--- src/rtl/ser_irq_pkg.sv ---
package ser_irq_pkg;
  localparam int NSRC    = 2;
  localparam int SRC_TX  = 0;
  localparam int SRC_RX  = 1;

  typedef enum logic [2:0] {
    ACC_NONE, ACC_CLR, ACC_SET, ACC_EN, ACC_STAT
  } acc_e;

  // Next value of one flag: a hardware event dominates, then set, then clear.
  function automatic logic flag_next(logic cur, logic evt, logic set, logic clr);
    return evt | set | (cur & ~clr);
  endfunction

  // Masked status view of the flags.
  function automatic logic [NSRC-1:0] masked(logic [NSRC-1:0] f, logic [NSRC-1:0] e);
    return f & e;
  endfunction
endpackage

--- src/rtl/ser_irq_txev.sv ---
module ser_irq_txev (
  input  logic clk,
  input  logic rst_n,
  input  logic tx_full,
  input  logic tx_almost,
  output logic tx_evt
);
  logic full_q;
  logic almost_q;
  logic full_fell;
  logic almost_fell;

  always_ff @(posedge clk or negedge rst_n) begin
    if (!rst_n) begin
      full_q   <= 1'b0;
      almost_q <= 1'b0;
    end else begin
      full_q   <= tx_full;
      almost_q <= tx_almost;
    end
  end

  assign full_fell   = full_q & ~tx_full;
  assign almost_fell = almost_q & ~tx_almost;
  assign tx_evt      = full_fell | almost_fell;

  // an event only follows a real falling edge on one of the levels
  a_r7_evt_on_fall: assert property (@(posedge clk) disable iff (!rst_n)
    tx_evt |-> (($past(tx_full) && !tx_full) || ($past(tx_almost) && !tx_almost)));
endmodule

--- src/rtl/ser_irq_flag.sv ---
module ser_irq_flag
  import ser_irq_pkg::*;
(
  input  logic clk,
  input  logic rst_n,
  input  logic evt_i,
  input  logic set_i,
  input  logic clr_i,
  output logic flag_o
);
  always_ff @(posedge clk or negedge rst_n) begin
    if (!rst_n) flag_o <= 1'b0;
    else        flag_o <= flag_next(flag_o, evt_i, set_i, clr_i);
  end

  // event wins over a simultaneous clear
  a_r5_event_wins: assert property (@(posedge clk) disable iff (!rst_n)
    evt_i |=> flag_o);
  // software set raises the flag
  a_r2_set_raises: assert property (@(posedge clk) disable iff (!rst_n)
    set_i |=> flag_o);
  // a clear without event or set drops the flag
  a_r4_clear_drops: assert property (@(posedge clk) disable iff (!rst_n)
    (clr_i && !evt_i && !set_i) |=> !flag_o);
  // no strobe and no event keeps the flag
  a_r3_flag_holds: assert property (@(posedge clk) disable iff (!rst_n)
    (!clr_i && !evt_i && !set_i) |=> $stable(flag_o));
endmodule

--- src/rtl/ser_irq_unit.sv ---
module ser_irq_unit
  import ser_irq_pkg::*;
#(
  parameter int          ADDR_W  = 8,
  parameter int          DATA_W  = 8,
  parameter logic [7:0]  OFS_CLR = 8'h1C,
  parameter logic [7:0]  OFS_SET = 8'h1D,
  parameter logic [7:0]  OFS_EN  = 8'h1E,
  parameter logic [7:0]  OFS_ST  = 8'h1F
) (
  input  logic              clk,
  input  logic              rst_n,
  input  logic              wr_en,
  input  logic              rd_en,
  input  logic [ADDR_W-1:0] addr,
  input  logic [DATA_W-1:0] wdata,
  output logic [DATA_W-1:0] rdata,
  input  logic              tx_full,
  input  logic              tx_almost,
  input  logic              rx_evt,
  output logic              irq
);
  localparam int PAD_W = DATA_W - NSRC;

  acc_e            acc;
  logic [NSRC-1:0] hw_evt;
  logic [NSRC-1:0] set_hit;
  logic [NSRC-1:0] clr_hit;
  logic [NSRC-1:0] flags;
  logic [NSRC-1:0] en_q;
  logic [NSRC-1:0] stat;
  logic            tx_evt;
  logic            en_wr;
  logic [DATA_W-1:0] rd_mux;

  always_comb begin
    if (addr == ADDR_W'(OFS_CLR))      acc = ACC_CLR;
    else if (addr == ADDR_W'(OFS_SET)) acc = ACC_SET;
    else if (addr == ADDR_W'(OFS_EN))  acc = ACC_EN;
    else if (addr == ADDR_W'(OFS_ST))  acc = ACC_STAT;
    else                               acc = ACC_NONE;
  end

  ser_irq_txev u_txev (
    .clk       (clk),
    .rst_n     (rst_n),
    .tx_full   (tx_full),
    .tx_almost (tx_almost),
    .tx_evt    (tx_evt)
  );

  assign hw_evt[SRC_TX] = tx_evt;
  assign hw_evt[SRC_RX] = rx_evt;
  assign set_hit = (wr_en && acc == ACC_SET) ? wdata[NSRC-1:0] : '0;
  assign clr_hit = (wr_en && acc == ACC_CLR) ? wdata[NSRC-1:0] : '0;
  assign en_wr   = wr_en && acc == ACC_EN;

  for (genvar i = 0; i < NSRC; i++) begin : g_flag
    ser_irq_flag u_flag (
      .clk    (clk),
      .rst_n  (rst_n),
      .evt_i  (hw_evt[i]),
      .set_i  (set_hit[i]),
      .clr_i  (clr_hit[i]),
      .flag_o (flags[i])
    );
  end

  always_ff @(posedge clk or negedge rst_n) begin
    if (!rst_n)     en_q <= '0;
    else if (en_wr) en_q <= wdata[NSRC-1:0];
  end

  assign stat = masked(flags, en_q);
  assign irq  = |stat;

  always_comb begin
    unique case (acc)
      ACC_EN:   rd_mux = {{PAD_W{1'b0}}, en_q};
      ACC_STAT: rd_mux = {{PAD_W{1'b0}}, stat};
      default:  rd_mux = '0;
    endcase
  end

  always_ff @(posedge clk or negedge rst_n) begin
    if (!rst_n) rdata <= '0;
    else        rdata <= rd_en ? rd_mux : '0;
  end

  // enables change only through their own address
  a_r8_en_stable: assert property (@(posedge clk) disable iff (!rst_n)
    !en_wr |=> $stable(en_q));
  // a disabled flag never drives the interrupt line
  a_r9_irq_needs_enable: assert property (@(posedge clk) disable iff (!rst_n)
    irq |-> ($countones(en_q & flags) > 0));
  // strobe addresses read back as zero
  a_r10_strobe_reads_zero: assert property (@(posedge clk) disable iff (!rst_n)
    (rd_en && (acc == ACC_CLR || acc == ACC_SET)) |=> rdata == '0);
  // no read, no data
  a_r10_idle_zero: assert property (@(posedge clk) disable iff (!rst_n)
    !rd_en |=> rdata == '0);
endmodule

--- config.mk ---
export PLATFORM = sky130hd
export DESIGN_NAME = ser_irq_unit
export DESIGN_NICKNAME = d
export VERILOG_FILES = /design/src/rtl/ser_irq_pkg.sv /design/src/rtl/ser_irq_txev.sv /design/src/rtl/ser_irq_flag.sv /design/src/rtl/ser_irq_unit.sv
export SDC_FILE = /design/constraint.sdc
export NUM_CORES = 1
export LEC_CHECK = 0
export ABC_AREA = 1
export ABC_CLOCK_PERIOD_IN_PS = 1080
export BUFFER_PORTS_ARGS = -buffer_cell sky130_fd_sc_hd__buf_4
export CAP_MARGIN = 20
export CORE_AREA = 2 2 39 41
export CTS_CLUSTER_DIAMETER = 80
export DETAILED_ROUTE_END_ITERATION = 12
export DIE_AREA = 0 0 41 43
export GPL_TIMING_DRIVEN = 0
export HOLD_SLACK_MARGIN = 0.03
export PLACE_DENSITY = 0.75
export SYNTH_ARGS = -nofsm -noshare
export SYNTH_HDL_FRONTEND = slang
export SYNTH_SLANG_ARGS = --single-unit
--- constraint.sdc ---
create_clock -name clk -period 1.08 [get_ports clk]
set_input_delay 0.054 -clock clk [delete_from_list [all_inputs] [get_ports clk]]
set_output_delay 0.054 -clock clk [all_outputs]
set_load 0.1 [all_outputs]
-- After elaboration in Yosys (flattened, before gate mapping)
Index checks and enable logic that the tools add are counted.
- register bits: 14
- output and inout port bits: 9
- logic and storage cells: 40
- eq/ne operators: 8
- mux-type cells: 8
- bitwise operators: 14
- reduce and logical (&&, ||, !) cells: 4
- operators with widths (operator ; count):
    $eq A8 B5 Y1 const B ; 4
    $mux W3 ; 4
    $mux W8 ; 1
    $eq A3 B2 Y1 const B ; 2
    $or A1 B1 Y1 ; 5
    $and A1 B1 Y1 ; 4
    $mux W2 ; 2
    $not A1 Y1 ; 4
    $pmux W2 S2 ; 1
    $eq A3 B1 Y1 const B ; 1
    $eq A3 B3 Y1 const B ; 1
    $logic_and A1 B1 Y1 ; 3
    $and A2 B2 Y2 ; 1
    $reduce_or A2 Y1 ; 1

-- Longest topological paths before layout
- depth after elaboration: 11
- depth in mapped cells: 7
- mapped depth without buffers: 7

-- By module
From an unflattened synthesis, not the netlist that was laid out.
- cell total of the unflattened synthesis: 66
- area total of the unflattened synthesis: 501.7 µm²
- modules (own cells, without submodules) (module ; instances ; cells each ; area each (µm²)):
    ser_irq_unit ; 1 ; 49 ; 352.8
    ser_irq_flag ; 2 ; 5 ; 40.0
    ser_irq_txev ; 1 ; 7 ; 68.8

-- Worst setup path after synthesis
OpenSTA, ideal clock, no wires.
- kind: register -> output
- start: reg g_flag[0].u_flag.flag_o
- end: out irq
- arrival: 1.104 ns
- slack: -0.078 ns
- stages on the path, launching flop included: 2
- path buffers: 0
- cells stage by stage: dfrtp_1 a22o_1
- word-level cells in the longest chain between the ends: 2
- ends and longest elaborated chain (what ; line ; source):
    from (decl) ; ser_irq_flag.sv:9 ; output logic flag_o
    from (signal assigned) ; ser_irq_flag.sv:13 ; else flag_o <= flag_next(flag_o, evt_i, set_i, clr_i);
    $and A2 B2 Y2 ; ser_irq_pkg.sv:17 ; return f & e;
    $reduce_or A2 Y1 ; ser_irq_unit.sv:75 ; assign irq = |stat;
    to (decl) ; ser_irq_unit.sv:21 ; output logic irq
No other way between the ends.

-- Final worst setup path
- start: reg en_q[0]
- end: out irq
- word-level cells in the longest chain between the ends: 2
- ends and longest elaborated chain (what ; line ; source):
    from (decl) ; ser_irq_unit.sv:30 ; logic [NSRC-1:0] en_q;
    from (signal assigned) ; ser_irq_unit.sv:71 ; else if (en_wr) en_q <= wdata[NSRC-1:0];
    $and A2 B2 Y2 ; ser_irq_pkg.sv:17 ;
    $reduce_or A2 Y1 ; ser_irq_unit.sv:75 ;
No other way between the ends.

==> impl.org <==
** Die
- The total area inside the core boundary comes to 1380 um2.
- The die covers 1760 um2.
- Die W :: 41 um
- Measured along the y axis, the die boundary spans 43 um.
- Standard-cell rows :: 14
- Number of top-level pins :: 32
- The initial utilization of the core area, before any placement, comes to 35.4%.

** Worst setup path
- Reg2Reg Depth :: 3
- Critical path type :: flop to output pin
- The worst register-to-register path begins at g_flag[0].u_flag.flag_o.
- Together, buffers and inverters on the worst path number 1.
- The endpoint identified for the worst register-to-register timing path is rdata[0].
- Data arrival at the endpoint of the critical path :: 1.07 ns
- Required time reported for the critical path endpoint :: 1.03 ns
- Cell family with the largest share of critical-path delay :: flip-flops
- Category of the worst setup path capture point :: output pin
- Along the worst path, the maximum fanout reaches 2.
- The worst setup path is launched from a flop.
- For this design, the slowest cell found on the critical path is dfrtp_1.
- Setup slack on the worst reg-to-reg path comes out at 0.22 ns.
- Maximum single-stage delay on the critical path :: 0.37 ns
- Walking the worst path, the cells encountered are a22o_2 -> buf_12.

** Finish
- Layout cells sized above 1 :: 39.4%
- Layout-stage area growth over the synthesis result :: 55.1%
- The library cell used most frequently in the layout, excluding fill and tap cells, is buf_4.
- After filler insertion, the fill cell instance count of the layout stands at 128.
- Footprint of the multi-input gates :: 209 um2
- Register area :: 200 um2
- Final-stage net count :: 119
- Leading cell types in the layout, fill and taps excluded :: 27 x buf_4, 15 x inv_1, 12 x nand2_1, 8 x dfrtp_1, 6 x conb_1
- The repair_antennas step left the layout with diodes totalling 0.

** CTS
- Number of buffers created by CTS :: 3
- TritonCTS built the clock tree.
- For the worst-skew pair, the clock arrives at the later sink with an insertion delay of 0.25 ns.
- Number of clock sinks :: 8
- Clock slew at reported path FFs :: 0.05 ns
- Number of H-tree levels :: 1
- Root cell of the clock tree :: clkbuf_4
- Buffers from clock root to sink, at most :: 2

** Placement
- Number of port buffers :: 19
- Gp weighted congestion :: 0.781
- Summed over all nets, the half-perimeter wirelength after detailed placement is 727 um.

** Logic synthesis
- Unique cell type count in the Yosys netlist :: 15
- After technology mapping, the gate count stands at 61.
- In this run the mean area of a mapped cell was 8.04 um2.
- The synthesized design contains 8 register bits.
- Netlist area before placement :: 490 um2
- Count of warnings emitted by yosys :: 0
- Post-synthesis sequential area ratio :: 40.8%

** Power
- Combinational logic burns 33.3% of the power.
- Net Sw Power :: 0.268 mW
- Total power :: 0.794 mW
- IR analysis of the VDD net gives a maximum drop of 0.418 mV.
- In this run switching power makes up 33.7% of total power.
- Power per cell area :: 1040 nW/um2
- Int Pwr :: 0.526 mW
- In this run the static leakage power is 0.442 nW.
- Power share of the sequential group :: 39.2%
- Clock share of power :: 27.5%

** Global routing
- Entering global routing, the biggest net connects 9 pins.
- Antenna violations before repair :: 0
- Global routing consumed, on the met1 layer, 15.1% of the routing resources.
- Met2 GRT Util :: 18.4%
- Number of global-route vias before repair :: 405
- Sum of overflow across all layers after global routing :: 0
- Global Route Usage Sum :: 12.4%
- For met3 alone, demand over resource in global routing was 1.57%.
- The first global-routing pass estimated 1.48 mm of wire.
- After global routing, the most crowded layer is met2.

** Timing
- Clock skew on the completed layout was measured at 0.00317 ns.
- Across all setup checks in the final design, the least slack found is -0.0415 ns.
- Setup repair after global routing missed its margin :: true
- The final-report hold violation count came to 0.
- The final max-slew violation count is 0.
- Final critical-path share of the clock period :: 104%
- The smallest clock period supported by the final layout is computed as 1.12 ns.
- Achievable frequency :: 0.892 GHz
- For the final routed database, the setup TNS stands at -0.0415 ns.
- Setup violations remaining at the end of the flow were counted as 1.

** Drt
- Final wirelength :: 890 um
- Antenna viol nets, final :: 0
- Initial DRT Pass Iterations :: 3
- Final routed DRC violation total :: 0
- The detailed router finished its first iteration with 10 violations.
- In the routed layout, each cell is associated on average with a via count of 4.04.
- Detailed routing inserted a total of 444 vias.
- Routed WL per cell :: 8.09 um

** Worst hold path
- Depth of the worst hold-timing path :: 3
- Class of the worst hold path :: input port to flop
- The worst hold path terminates at rdata[1].
- The worst hold path begins at rd_en.

** Job
- Count of max-cap constraint violations :: 0

** Run status
- Result of the run :: complete, but fails checks
- Failing checks :: negative setup slack
## metrics by stage
| step | cells | utilization, % | cell area (um2) | worst slack, ns | hold WS (ns) |
|---|---|---|---|---|---|
| after floorplan | 66 | - | 510 | 0.143 | -0.242 |
| after global placement | 101 | 48.6 | 673 | 0.147 | -0.127 |
| after detailed placement | 101 | 48.6 | 673 | 0.151 | -0.123 |
| after CTS | 110 | 55.0 | 761 | -0.0426 | 0.0404 |
| after global routing | 110 | 55.0 | 761 | -0.0873 | 0.0483 |
| final | 110 | 55.0 | 761 | -0.0415 | 0.0436 |
## what timing repair did
item                       in CTS  in global routing
hold endpoints to repair       10                  0
setup endpoints to repair       1                  1
hold buffers                    3                  0
pin swaps                       1                  0
gates resized for setup         3                  0
setup buffers                   3                  0
## Yosys cell counts
| library cell | count | share of area [%] |
|---|---|---|
| nor2_2 | 1 | 1.3 |
| o211ai_1 | 2 | 3.1 |
| nand2_1 | 12 | 9.2 |
| nand4_4 | 1 | 4.3 |
| nor2_8 | 1 | 4.1 |
| nand4_1 | 4 | 5.1 |
| dfrtp_1 | 8 | 41 |
| o21ai_1 | 2 | 2.0 |
| o22ai_1 | 1 | 1.3 |
| nor2_1 | 4 | 3.1 |
| nand2_2 | 2 | 2.6 |
| inv_1 | 15 | 11 |
| conb_1 | 1 | 0.76 |
| a22o_1 | 1 | 1.8 |
| buf_4 | 6 | 9.2 |
## power groups by stage
stage / registers (mW) / clock network, mW / logic (mW)
finish: 0.311 / 0.218 / 0.265
floorplan: 0.316 / 0 / 0.177
CTS: 0.311 / 0.229 / 0.266
detailed placement: 0.317 / 0 / 0.243
global placement: 0.316 / 0 / 0.240
global route: 0.312 / 0.243 / 0.282
## state kept, by name, summed over array words and instances, names as in the netlist
register and flops:
u_txev.almost_q 1, g_flag.u_flag.flag_o 2, en_q 2, u_txev.full_q 1
rdata 2
## kinds of logic (layout without fill, tap and decap cells)
family,count (synthesis),after routing,synth area share [%]
and+or+nand+nor,25,25,29.6
other,1,6,0.765
buffers and inverters,21,49,20.7
DFF,8,8,40.8
AOI/OAI and AO/OA,6,6,8.16
## final cells by class
class | count | share of cell area, %
multi-input cells | 37 | 27.5
flip-flops and latches | 8 | 26.3
well taps | 16 | 2.63
repair buffers | 25 | 27.3
plain buffers | 6 | 5.92
clock buffers | 3 | 2.96
inverters | 15 | 7.40
## worst reg2reg max path: stages, from the launching register on
cell	delay, ns
dfrtp_1	0.38
buf_4	0.14
o211ai_1	0.18
nor2_1	0.06
## worst max-delay path by stage
stage | depth (start not counted) | endpoint | slack [ns] | from
final | 2 | irq | -0.04 | en_q[0]
after global routing | 2 | irq | -0.09 | en_q[0]
after CTS | 2 | irq | -0.04 | en_q[0]
after detailed placement | 2 | irq | 0.15 | g_flag[0].u_flag.flag_o
after global placement | 2 | irq | 0.15 | g_flag[0].u_flag.flag_o
after floorplan | 0 | rdata[0] | 0.14 | rdata[0]
## metal layers
layer / vias up / wire, um
met5: - / 0
met4: 0 / 0
met3: 0 / 90
met2: 18 / 426
met1: 184 / 373
li1: 242 / -
(Power assumes the default switching activity.)
